<file path="src/rtl/irq_hub_pkg.sv">
package irq_hub_pkg;

  typedef enum logic [2:0] {
    RG_STAT = 3'd0,
    RG_PEND = 3'd1,
    RG_ENA  = 3'd2,
    RG_ACK  = 3'd3,
    RG_ESET = 3'd4,
    RG_ECLR = 3'd5,
    RG_CTRL = 3'd6,
    RG_NONE = 3'd7
  } reg_sel_e;

  localparam int unsigned CTRL_OE_BIT = 0;
  localparam int unsigned CTRL_HW_BIT = 1;

endpackage

</file>
<file path="src/rtl/irq_edge_sync.sv">
module irq_edge_sync #(
  parameter int unsigned N_SRC  = 32,
  parameter int unsigned STAGES = 2
) (
  input  logic             clk,
  input  logic             rst,
  input  logic [N_SRC-1:0] raw,
  output logic [N_SRC-1:0] rise
);

  logic [N_SRC-1:0] pipe [STAGES+1];

  always_ff @(posedge clk) begin
    if (rst) pipe[0] <= '0;
    else     pipe[0] <= raw;
  end

  for (genvar k = 1; k <= STAGES; k++) begin : g_stage
    always_ff @(posedge clk) begin
      if (rst) pipe[k] <= '0;
      else     pipe[k] <= pipe[k-1];
    end
  end

  assign rise = pipe[STAGES-1] & ~pipe[STAGES];

endmodule

</file>
<file path="src/rtl/irq_prio_enc.sv">
module irq_prio_enc #(
  parameter int unsigned N_SRC = 32,
  localparam int unsigned IDX_W = $clog2(N_SRC)
) (
  input  logic [N_SRC-1:0] vec,
  output logic [IDX_W-1:0] idx,
  output logic             any
);

  always_comb begin
    idx = '0;
    for (int unsigned i = 0; i < N_SRC; i++) begin
      if (vec[i]) idx = IDX_W'(i);
    end
    any = |vec;
  end

endmodule

</file>
<file path="src/rtl/irq_hub_state.sv">
module irq_hub_state #(
  parameter int unsigned N_SRC = 32
) (
  input  logic             clk,
  input  logic             rst,
  input  logic             wr_stat,
  input  logic             wr_ack,
  input  logic             wr_ena,
  input  logic             wr_eset,
  input  logic             wr_eclr,
  input  logic             wr_ctrl,
  input  logic [N_SRC-1:0] wdata,
  input  logic [N_SRC-1:0] rise,
  output logic [N_SRC-1:0] stat_q,
  output logic [N_SRC-1:0] ena_q,
  output logic             hw_q,
  output logic             oe_q,
  output logic [N_SRC-1:0] stat_d,
  output logic [N_SRC-1:0] ena_d,
  output logic             oe_d
);
  import irq_hub_pkg::*;

  logic [N_SRC-1:0] ack_mask;
  logic             hw_d;

  assign ack_mask = wr_ack ? wdata : '0;

  always_comb begin
    if (hw_q)         stat_d = (stat_q & ~ack_mask) | rise;
    else if (wr_stat) stat_d = wdata;
    else              stat_d = stat_q & ~ack_mask;
  end

  always_comb begin
    ena_d = ena_q;
    if (wr_ena)  ena_d = wdata;
    if (wr_eset) ena_d = ena_q | wdata;
    if (wr_eclr) ena_d = ena_q & ~wdata;
  end

  assign hw_d = hw_q | (wr_ctrl & wdata[CTRL_HW_BIT]);
  assign oe_d = wr_ctrl ? wdata[CTRL_OE_BIT] : oe_q;

  always_ff @(posedge clk) begin
    if (rst) begin
      stat_q <= '0;
      ena_q  <= '0;
      hw_q   <= 1'b0;
      oe_q   <= 1'b0;
    end else begin
      stat_q <= stat_d;
      ena_q  <= ena_d;
      hw_q   <= hw_d;
      oe_q   <= oe_d;
    end
  end

  a_r7_hw_sticky: assert property (@(posedge clk) disable iff (rst)
    hw_q |=> hw_q);

  a_r7_inputs_ignored: assert property (@(posedge clk) disable iff (rst)
    (!hw_q && !wr_stat) |=> ((stat_q & ~$past(stat_q)) == '0));

  a_r2_no_spurious_set: assert property (@(posedge clk) disable iff (rst)
    hw_q |=> ((stat_q & ~$past(stat_q) & ~$past(rise)) == '0));

  a_r3_ack_clears: assert property (@(posedge clk) disable iff (rst)
    wr_ack |=> ((stat_q & $past(wdata) & ~$past(rise)) == '0));

  a_r10_edge_wins: assert property (@(posedge clk) disable iff (rst)
    hw_q |=> (($past(rise) & ~stat_q) == '0));

  a_r5_set_adds: assert property (@(posedge clk) disable iff (rst)
    (wr_eset && !wr_ena && !wr_eclr) |=> ((($past(ena_q) | $past(wdata)) & ~ena_q) == '0));

endmodule

</file>
<file path="src/rtl/irq_hub.sv">
module irq_hub #(
  parameter int unsigned N_SRC  = 32,
  parameter int unsigned ADDR_W = 3,
  parameter int unsigned SYNC_STAGES = 2,
  localparam int unsigned IDX_W = $clog2(N_SRC)
) (
  input  logic              clk,
  input  logic              rst,
  input  logic              bus_we,
  input  logic [ADDR_W-1:0] bus_addr,
  input  logic [N_SRC-1:0]  bus_wdata,
  output logic [N_SRC-1:0]  bus_rdata,
  input  logic [N_SRC-1:0]  irq_src,
  output logic              irq_out,
  output logic [IDX_W-1:0]  top_idx,
  output logic              top_valid
);
  import irq_hub_pkg::*;

  logic             addr_ok;
  reg_sel_e         sel;
  logic             wr_stat, wr_ack, wr_ena, wr_eset, wr_eclr, wr_ctrl;
  logic [N_SRC-1:0] rise;
  logic [N_SRC-1:0] stat_q, ena_q, stat_d, ena_d;
  logic             hw_q, oe_q, oe_d;
  logic [IDX_W-1:0] idx_d;
  logic             any_d;
  logic [N_SRC-1:0] rd_mux;

  assign addr_ok = (bus_addr >> 3) == '0;
  assign sel     = reg_sel_e'(bus_addr[2:0]);

  assign wr_stat = bus_we && addr_ok && (sel == RG_STAT);
  assign wr_ack  = bus_we && addr_ok && (sel == RG_ACK);
  assign wr_ena  = bus_we && addr_ok && (sel == RG_ENA);
  assign wr_eset = bus_we && addr_ok && (sel == RG_ESET);
  assign wr_eclr = bus_we && addr_ok && (sel == RG_ECLR);
  assign wr_ctrl = bus_we && addr_ok && (sel == RG_CTRL);

  irq_edge_sync #(.N_SRC(N_SRC), .STAGES(SYNC_STAGES)) i_sync (
    .clk  (clk),
    .rst  (rst),
    .raw  (irq_src),
    .rise (rise)
  );

  irq_hub_state #(.N_SRC(N_SRC)) i_state (
    .clk     (clk),
    .rst     (rst),
    .wr_stat (wr_stat),
    .wr_ack  (wr_ack),
    .wr_ena  (wr_ena),
    .wr_eset (wr_eset),
    .wr_eclr (wr_eclr),
    .wr_ctrl (wr_ctrl),
    .wdata   (bus_wdata),
    .rise    (rise),
    .stat_q  (stat_q),
    .ena_q   (ena_q),
    .hw_q    (hw_q),
    .oe_q    (oe_q),
    .stat_d  (stat_d),
    .ena_d   (ena_d),
    .oe_d    (oe_d)
  );

  irq_prio_enc #(.N_SRC(N_SRC)) i_prio (
    .vec (stat_d & ena_d),
    .idx (idx_d),
    .any (any_d)
  );

  always_comb begin
    rd_mux = '0;
    if (addr_ok) begin
      case (sel)
        RG_STAT: rd_mux = stat_q;
        RG_PEND: rd_mux = stat_q & ena_q;
        RG_ENA:  rd_mux = ena_q;
        RG_CTRL: begin
          rd_mux[CTRL_OE_BIT] = oe_q;
          rd_mux[CTRL_HW_BIT] = hw_q;
        end
        default: rd_mux = '0;
      endcase
    end
  end

  always_ff @(posedge clk) begin
    if (rst) begin
      bus_rdata <= '0;
      irq_out   <= 1'b0;
      top_idx   <= '0;
      top_valid <= 1'b0;
    end else begin
      bus_rdata <= rd_mux;
      irq_out   <= any_d & oe_d;
      top_idx   <= idx_d;
      top_valid <= any_d;
    end
  end

  a_r8_irq_gate: assert property (@(posedge clk) disable iff (rst)
    irq_out == (top_valid && oe_q));

  a_r9_idx_is_top: assert property (@(posedge clk) disable iff (rst)
    top_valid |-> (((stat_q & ena_q) >> top_idx) == N_SRC'(1)));

  a_r9_valid_matches: assert property (@(posedge clk) disable iff (rst)
    top_valid == ((stat_q & ena_q) != '0));

endmodule

</file>
<file path="config.mk">
export PLATFORM = sky130hd
export DESIGN_NAME = irq_hub
export DESIGN_NICKNAME = d
export VERILOG_FILES = /design/src/rtl/irq_hub_pkg.sv /design/src/rtl/irq_edge_sync.sv /design/src/rtl/irq_prio_enc.sv /design/src/rtl/irq_hub_state.sv /design/src/rtl/irq_hub.sv
export SDC_FILE = /design/constraint.sdc
export NUM_CORES = 1
export LEC_CHECK = 0
export BUFFER_PORTS_ARGS = -buffer_cell sky130_fd_sc_hd__buf_2
export CORE_MARGIN = 2
export CORE_UTILIZATION = 40
export CTS_CLUSTER_DIAMETER = 50
export DETAILED_ROUTE_END_ITERATION = 10
export SYNTH_ARGS = -nofsm -noshare
export SYNTH_HDL_FRONTEND = slang
export SYNTH_HIERARCHICAL = 1
export SYNTH_SLANG_ARGS = --single-unit
</file>
<file path="constraint.sdc">
create_clock -name clk -period 7.2 [get_ports clk]
set_input_delay 1.44 -clock clk [delete_from_list [all_inputs] [get_ports clk]]
set_output_delay 1.44 -clock clk [all_outputs]
set_load 0.05 [all_outputs]
</file>
======== Word level (Yosys, flattened, before mapping) ========
Memory sizes are Yosys's and may differ from the RTL's.
Index checks and enable logic that the tools add are counted.
word-level totals
  bits of input ports ..................... 70
  register bits ........................... 105
  output and inout bits ................... 39
  RAM bits ................................ 96
  logic and storage cells ................. 85
  memories ................................ 1
memory list
  memory       depth  bits a word  rd ports  clocked after memory_dff  wr ports  RTL line             RTL
  i_sync.pipe  3      32           3         0                         3         irq_edge_sync.sv:11  logic [N_SRC-1:0] pipe [STAGES+1];
cells by class
  bitwise logic cells ..................... 16
  equal/unequal tests ..................... 6
  multiplexer cells ....................... 46
  reductions and logical operators ........ 8
operators with widths
  cell                                                  count
  two-way mux 32 bit                                    9
  AND 32 bit                                            5
  NOT 32 bit                                            3
  case mux 30 bit (3 select lines)                      1
  two-way mux 5 bit                                     16
  OR 32 bit                                             2
  two-way mux 4 bit                                     8
  OR reduction 32 bit                                   1
  two-way mux 3 bit                                     4
  equality test 3 bit (second input constant)           3
  case mux 2 bit (4 select lines)                       1
  equality test 3 x 2 -> 1 bit (second input constant)  2
  logical AND 1 bit                                     6
  two-way mux 1 bit                                     5
  two-way mux 2 bit                                     2
  OR 1 bit                                              4
  equality test 3 x 1 -> 1 bit (second input constant)  1
  logical NOT 3 bit                                     1
  AND 1 bit                                             2

======== Longest topological paths before layout ========
  word-level depth ........................ 39
  gate-level depth with buffers ........... 16
  gate-level depth less buffers ........... 12

======== Cells and area by module ========
Netlist, hierarchy kept.
by module, submodules not included
  module         instances  area an instance (um^2)  cells an instance  seq. area each (um^2)
  irq_hub_state  1          3543.4                   368                1321.3
  irq_edge_sync  1          2800.2                   234                1921.8
  irq_hub        1          2098.3                   239                780.7
  irq_prio_enc   1          366.6                    62                 0.0

======== Least setup slack after synthesis ========
No wires, ideal clock.
  path type ............................... input -> register
  from .................................... input bus_addr[1]
  to ...................................... register irq_out
  cell stages on the path ................. 14
  path buffers ............................ 5
  path slack .............................. 2.830 ns
  library setup time ...................... 0.115 ns
  required time ........................... 7.085 ns
  data arrival time ....................... 4.255 ns
  cell sequence ........................... buf_6 > buf_6 > buf_4 > nor3b_1 > clkbuf_1 > clkbuf_1 > a211oi_1 > and2_1 > nor4_2 > and3_1 > nand3_2 > or4_1 > nor2b_1 > and2_1
between the ends
  elaborated cells on any way between the ends .. 25
RTL lines
  what                  RTL line             RTL
  from (decl)           irq_hub.sv:10        input logic [ADDR_W-1:0] bus_addr,
  equality test 3 bit   irq_hub.sv:37        assign wr_eclr = bus_we && addr_ok && (sel == RG_ECLR);
  logical AND 1 bit     irq_hub.sv:37
  named net wr_eclr     irq_hub.sv:22        logic wr_stat, wr_ack, wr_ena, wr_eset, wr_eclr, wr_ctrl;
  two-way mux 32 bit    irq_hub_state.sv:39  if (wr_eclr) ena_d = ena_q & ~wdata;
  named net ena_d[24]   irq_hub.sv:24        logic [N_SRC-1:0] stat_q, ena_q, stat_d, ena_d;
  AND 32 bit            irq_hub.sv:68        .vec (stat_d & ena_d),
  OR reduction 32 bit   irq_prio_enc.sv:15   any = |vec;
  named net any_d       irq_hub.sv:27        logic any_d;
  AND 1 bit             irq_hub.sv:97        irq_out <= any_d & oe_d;
  to (signal assigned)  irq_hub.sv:97
  to (decl)             irq_hub.sv:14        output logic irq_out,
The timed path passes the listed nets, and every way through them passes these cells.
A chain may end at the register's enable or synchronous reset.

======== Worst setup path after layout ========
  from .................................... input bus_addr[1]
  to ...................................... register irq_out
between the ends
  elaborated cells on any way between the ends .. 25
RTL lines
  what                          RTL line             RTL
  equality test 3 x 2 -> 1 bit  irq_hub.sv:35        assign wr_ena = bus_we && addr_ok && (sel == RG_ENA);
  logical AND 1 bit             irq_hub.sv:35
  named net wr_ena              irq_hub.sv:22
  two-way mux 32 bit            irq_hub_state.sv:37  if (wr_ena) ena_d = wdata;
  two-way mux 32 bit            irq_hub_state.sv:38  if (wr_eset) ena_d = ena_q | wdata;
  two-way mux 32 bit            irq_hub_state.sv:39
  named net ena_d[13]           irq_hub.sv:24
  AND 32 bit                    irq_hub.sv:68
  OR reduction 32 bit           irq_prio_enc.sv:15
  named net any_d               irq_hub.sv:27
  AND 1 bit                     irq_hub.sv:97
The timed path passes the listed nets, and every way through them passes these cells.

==> impl_metrics.csv <==
group,metric,value,unit
sta,final.setup.tns,0,ns
logic_synthesis,syn_inst,903,
power_and_ir_drop,p_switching,622,uW
grt,antenna_found_initial,2,
power_and_ir_drop,irDropWorstVdd,0.000184,V
clock_network,cts_tree,"done",
detailed_routing,vias_per_cell,5.06,
place,dp_slack,1.59,ns
power_and_ir_drop,p_sw_share,22.8,%
detailed_routing,vias,6499,
worst_setup_path,critPathLaunchType,"input port",
grt,grt_pass1_vias,6125,
clock_network,clkTransAtPathRegs,0.06,ns
run,maxCapViolCount,0,
die,die_w,152,um
logic_synthesis,yosysSeqAreaShare,45.7,%
final_layout,areaGrowthSynthToFinish,16.9,%
sta,worstMarginPinSlew,1.02,ns
worst_setup_path,max_stage_delay,0.79,ns
power_and_ir_drop,power,2720,uW
sta,setup_viol,0,
grt,grt_max_degree,91,
place,dpl-instance-area,9370,sq um
worst_setup_path,critPathCaptureType,"flop",
detailed_routing,drt_wl_total,20100,um
clock_network,insertion_delay,0.51,ns
die,die_area,23200,sq um
clock_network,cts_inserted_buffers,26,
detailed_routing,drc,0,
final_layout,drive_above_1_share,18.8,%
clock_network,clock-sinks,201,
clock_network,cts-root-buf,"clkbuf_16",
place,dp_hpwl,13300,um
sta,period_share,71.0,%
logic_synthesis,synth.ff_latch_count,201,
status,outcome,"completed",
worst_setup_path,cpLargestDelayFamily,"simple AND/OR/NAND/NOR gates",
place,portBuffers,108,
worst_setup_path,worstPathArrival,5.52,ns
sta,finalCriticalPeriod,5.11,ns
worst_setup_path,cp.buffers_inverters,2,
place,gp_congestion,0.781,
grt,grt_pass1_wl,32300,um
die,fp.coreArea,21700,sq um
sta,rsz0062_at_grt,"no",
detailed_routing,first_iter_violations,250,
power_and_ir_drop,intPower,2100,uW
die,rows,54,
worst_setup_path,critical_path_required,7.60,ns
logic_synthesis,yosysUniqueCellTypes,51,
sta,fmax,196,MHz
die,initial_core_util,40.6,%
worst_setup_path,cp_slowest_cell,"or3b_1",
clock_network,post_cts_resized,0,
clock_network,clk_path_buf_depth,3,
sta,relSlewSlack,32.0,%
grt,overflow,0,
die,die_h,152,um
hold_path,hold_class,"reg -> reg",
final_layout,design_area,10300,sq um
clock_network,post_cts_buffers,0,
power_and_ir_drop,power_density,264,nW/um^2
power_and_ir_drop,leakage,0.00415,uW
sta,timing.final.max_slew_violations,0,
detailed_routing,wl_per_cell,15.7,um
grt,grtUsageTotal,16.9,%
logic_synthesis,synth_area_per_cell,9.75,sq um
detailed_routing,antenna_left,0,
clock_network,hold_buffers,0,
final_layout,nets,1057,
sta,fin_worst_skew,0.0131,ns
clock_network,htree_num_levels,1,
sta,hold_viol,0,
worst_setup_path,crit_fanout,32,
sta,finalWorstSetupSlack,2.09,ns
logic_synthesis,yosys_warnings,6,
worst_setup_path,crit_type,"in -> reg",
die,io_pins,109,
power_and_ir_drop,p_clk_share,49.7,%
logic_synthesis,syn_area,8810,sq um
power_and_ir_drop,power_frac_seq,42.9,%
detailed_routing,dr.pass1.iters,4,
logic_synthesis,synthesis.nets,973,
power_and_ir_drop,comb_power_share,7.5,%
worst_setup_path,worstPathCellList,"buf_2 > nand2b_1 > nor2_1 > or3b_1 > buf_4 > a21oi_1 > a211oi_1 > and2_1 > or4_1 > or4_1 > nor2b_1 > and2_1",
## state kept, by name, indices dropped and copies added (netlist names)
| signal | count |
|---|---|
| i_sync/pipe | 96 |
| bus_rdata | 32 |
| i_state/ena_q | 32 |
| i_state/stat_q | 32 |
| top_idx | 5 |
| i_state/hw_q | 1 |
| i_state/oe_q | 1 |
| irq_out | 1 |
| top_valid | 1 |
## synthesized netlist by cell type, drive strengths merged
cell type | n | area [sq um]
dfxtp | 201 | 4020
nor2b | 167 | 1040
and2 | 63 | 394
nor2 | 53 | 199
a21oi | 39 | 236
buf | 39 | 327
nand2 | 36 | 135
a2111oi | 34 | 342
a211oi | 33 | 253
a21boi | 33 | 248
mux2 | 32 | 360
mux2i | 32 | 320
o22a | 31 | 272
o22ai | 30 | 188
clkbuf | 23 | 86.3
inv | 11 | 41.3
nor3 | 7 | 35.0
nor4 | 6 | 65.1
nand2b | 5 | 31.3
o21ai | 5 | 25.0
or4 | 3 | 22.5
a221o | 2 | 20.0
nand3 | 2 | 15.0
o21a | 2 | 15.0
a21o | 1 | 7.51
a31o | 1 | 8.76
a32oi | 1 | 8.76
and3 | 1 | 6.26
nor3b | 1 | 7.51
o211ai | 1 | 7.51
o21bai | 1 | 7.51
o221ai | 1 | 8.76
o311ai | 1 | 8.76
o31ai | 1 | 7.51
or2 | 1 | 6.26
or3 | 1 | 6.26
or3b | 1 | 8.76
or4b | 1 | 10.0
## cell type report
type | instances | area, sq um
Timing Repair Buffer | 118 | 618
Antenna cell | 1 | 2.50
Tap cell | 280 | 350
Clock buffer | 32 | 734
Multi-Input combinational cell | 629 | 4340
Fill cell | 2081 | 11400
Clock inverter | 13 | 186
Inverter | 11 | 41.3
Sequential cell | 201 | 4020
## power by group through the flow
stage	registers (uW)	clock network [uW]	logic, uW
global route	1170	1430	224
global placement	1190	0	200
floorplan	1200	0	134
detailed placement	1190	0	203
finish	1170	1350	203
CTS	1170	1390	204
## through the flow
step                      util [%]  hold WS (ns)  std cells
after floorplan                  -         0.414        903
after global placement        43.2         0.418       1239
after detailed placement      43.2         0.423       1239
after CTS                     47.5         0.437       1284
after global routing          47.5         0.447       1284
final                         47.5         0.433       1285
## worst reg2reg max path: cells and delay by family, from the launching register on
family                 cells  cell delay (ns)
AND/OR/NAND/NOR            6             2.13
buffers and inverters      2             0.66
flip-flops                 1             0.29
AO/OA/AOI/OAI              1             0.27
## layer usage
layer | GRT usage [%] | share of wire [%]
met1 | 24.2 | 50
met2 | 26.4 | 44
met3 | 3.41 | 5.6
met4 | 3.52 | 1.1
met5 | 0 | 0.065
## cells by family after synthesis
| logic type | Yosys count | share of synthesized area, % |
|---|---|---|
| flops | 201 | 45.7 |
| buf+inv | 73 | 5.16 |
| simple gates | 348 | 22.6 |
| mux | 64 | 7.73 |
| compound gates | 217 | 18.9 |
## worst paths after layout
kind                                   endpoint                          start  cells after the start  slack (ns)
setup / recovery             irq_out$_SDFF_PP0_                    bus_addr[1]                     12        2.09
hold / removal    i_sync/pipe[1][26]$_SDFF_PP0_  i_sync/pipe[0][26]$_SDFF_PP0_                      1        0.43
setup reg to reg             irq_out$_SDFF_PP0_        i_state/hw_q$_SDFF_PP0_                      9        3.74
hold reg to reg   i_sync/pipe[1][26]$_SDFF_PP0_  i_sync/pipe[0][26]$_SDFF_PP0_                      1        0.43
## cell usage in the layout, fill, tap and decap left out, drive strengths merged, types with 2 or more instances in the layout
master and count:
clkinv 3, o21ai 5, clkbuf 32, a211oi 33, mux2i 32, nand2b 5
or4 3, nor3 7, nor2 53, buf 118, nor2b 167, o21a 2
nand3 2, nor4 6, a21boi 33, dfxtp 201, inv 16, a221o 2
bufinv 4, a2111oi 34, a21oi 39, and2 63, o22a 31, o22ai 30
nand2 36, mux2 32
Note: power is estimated with default switching activity, not from simulation.
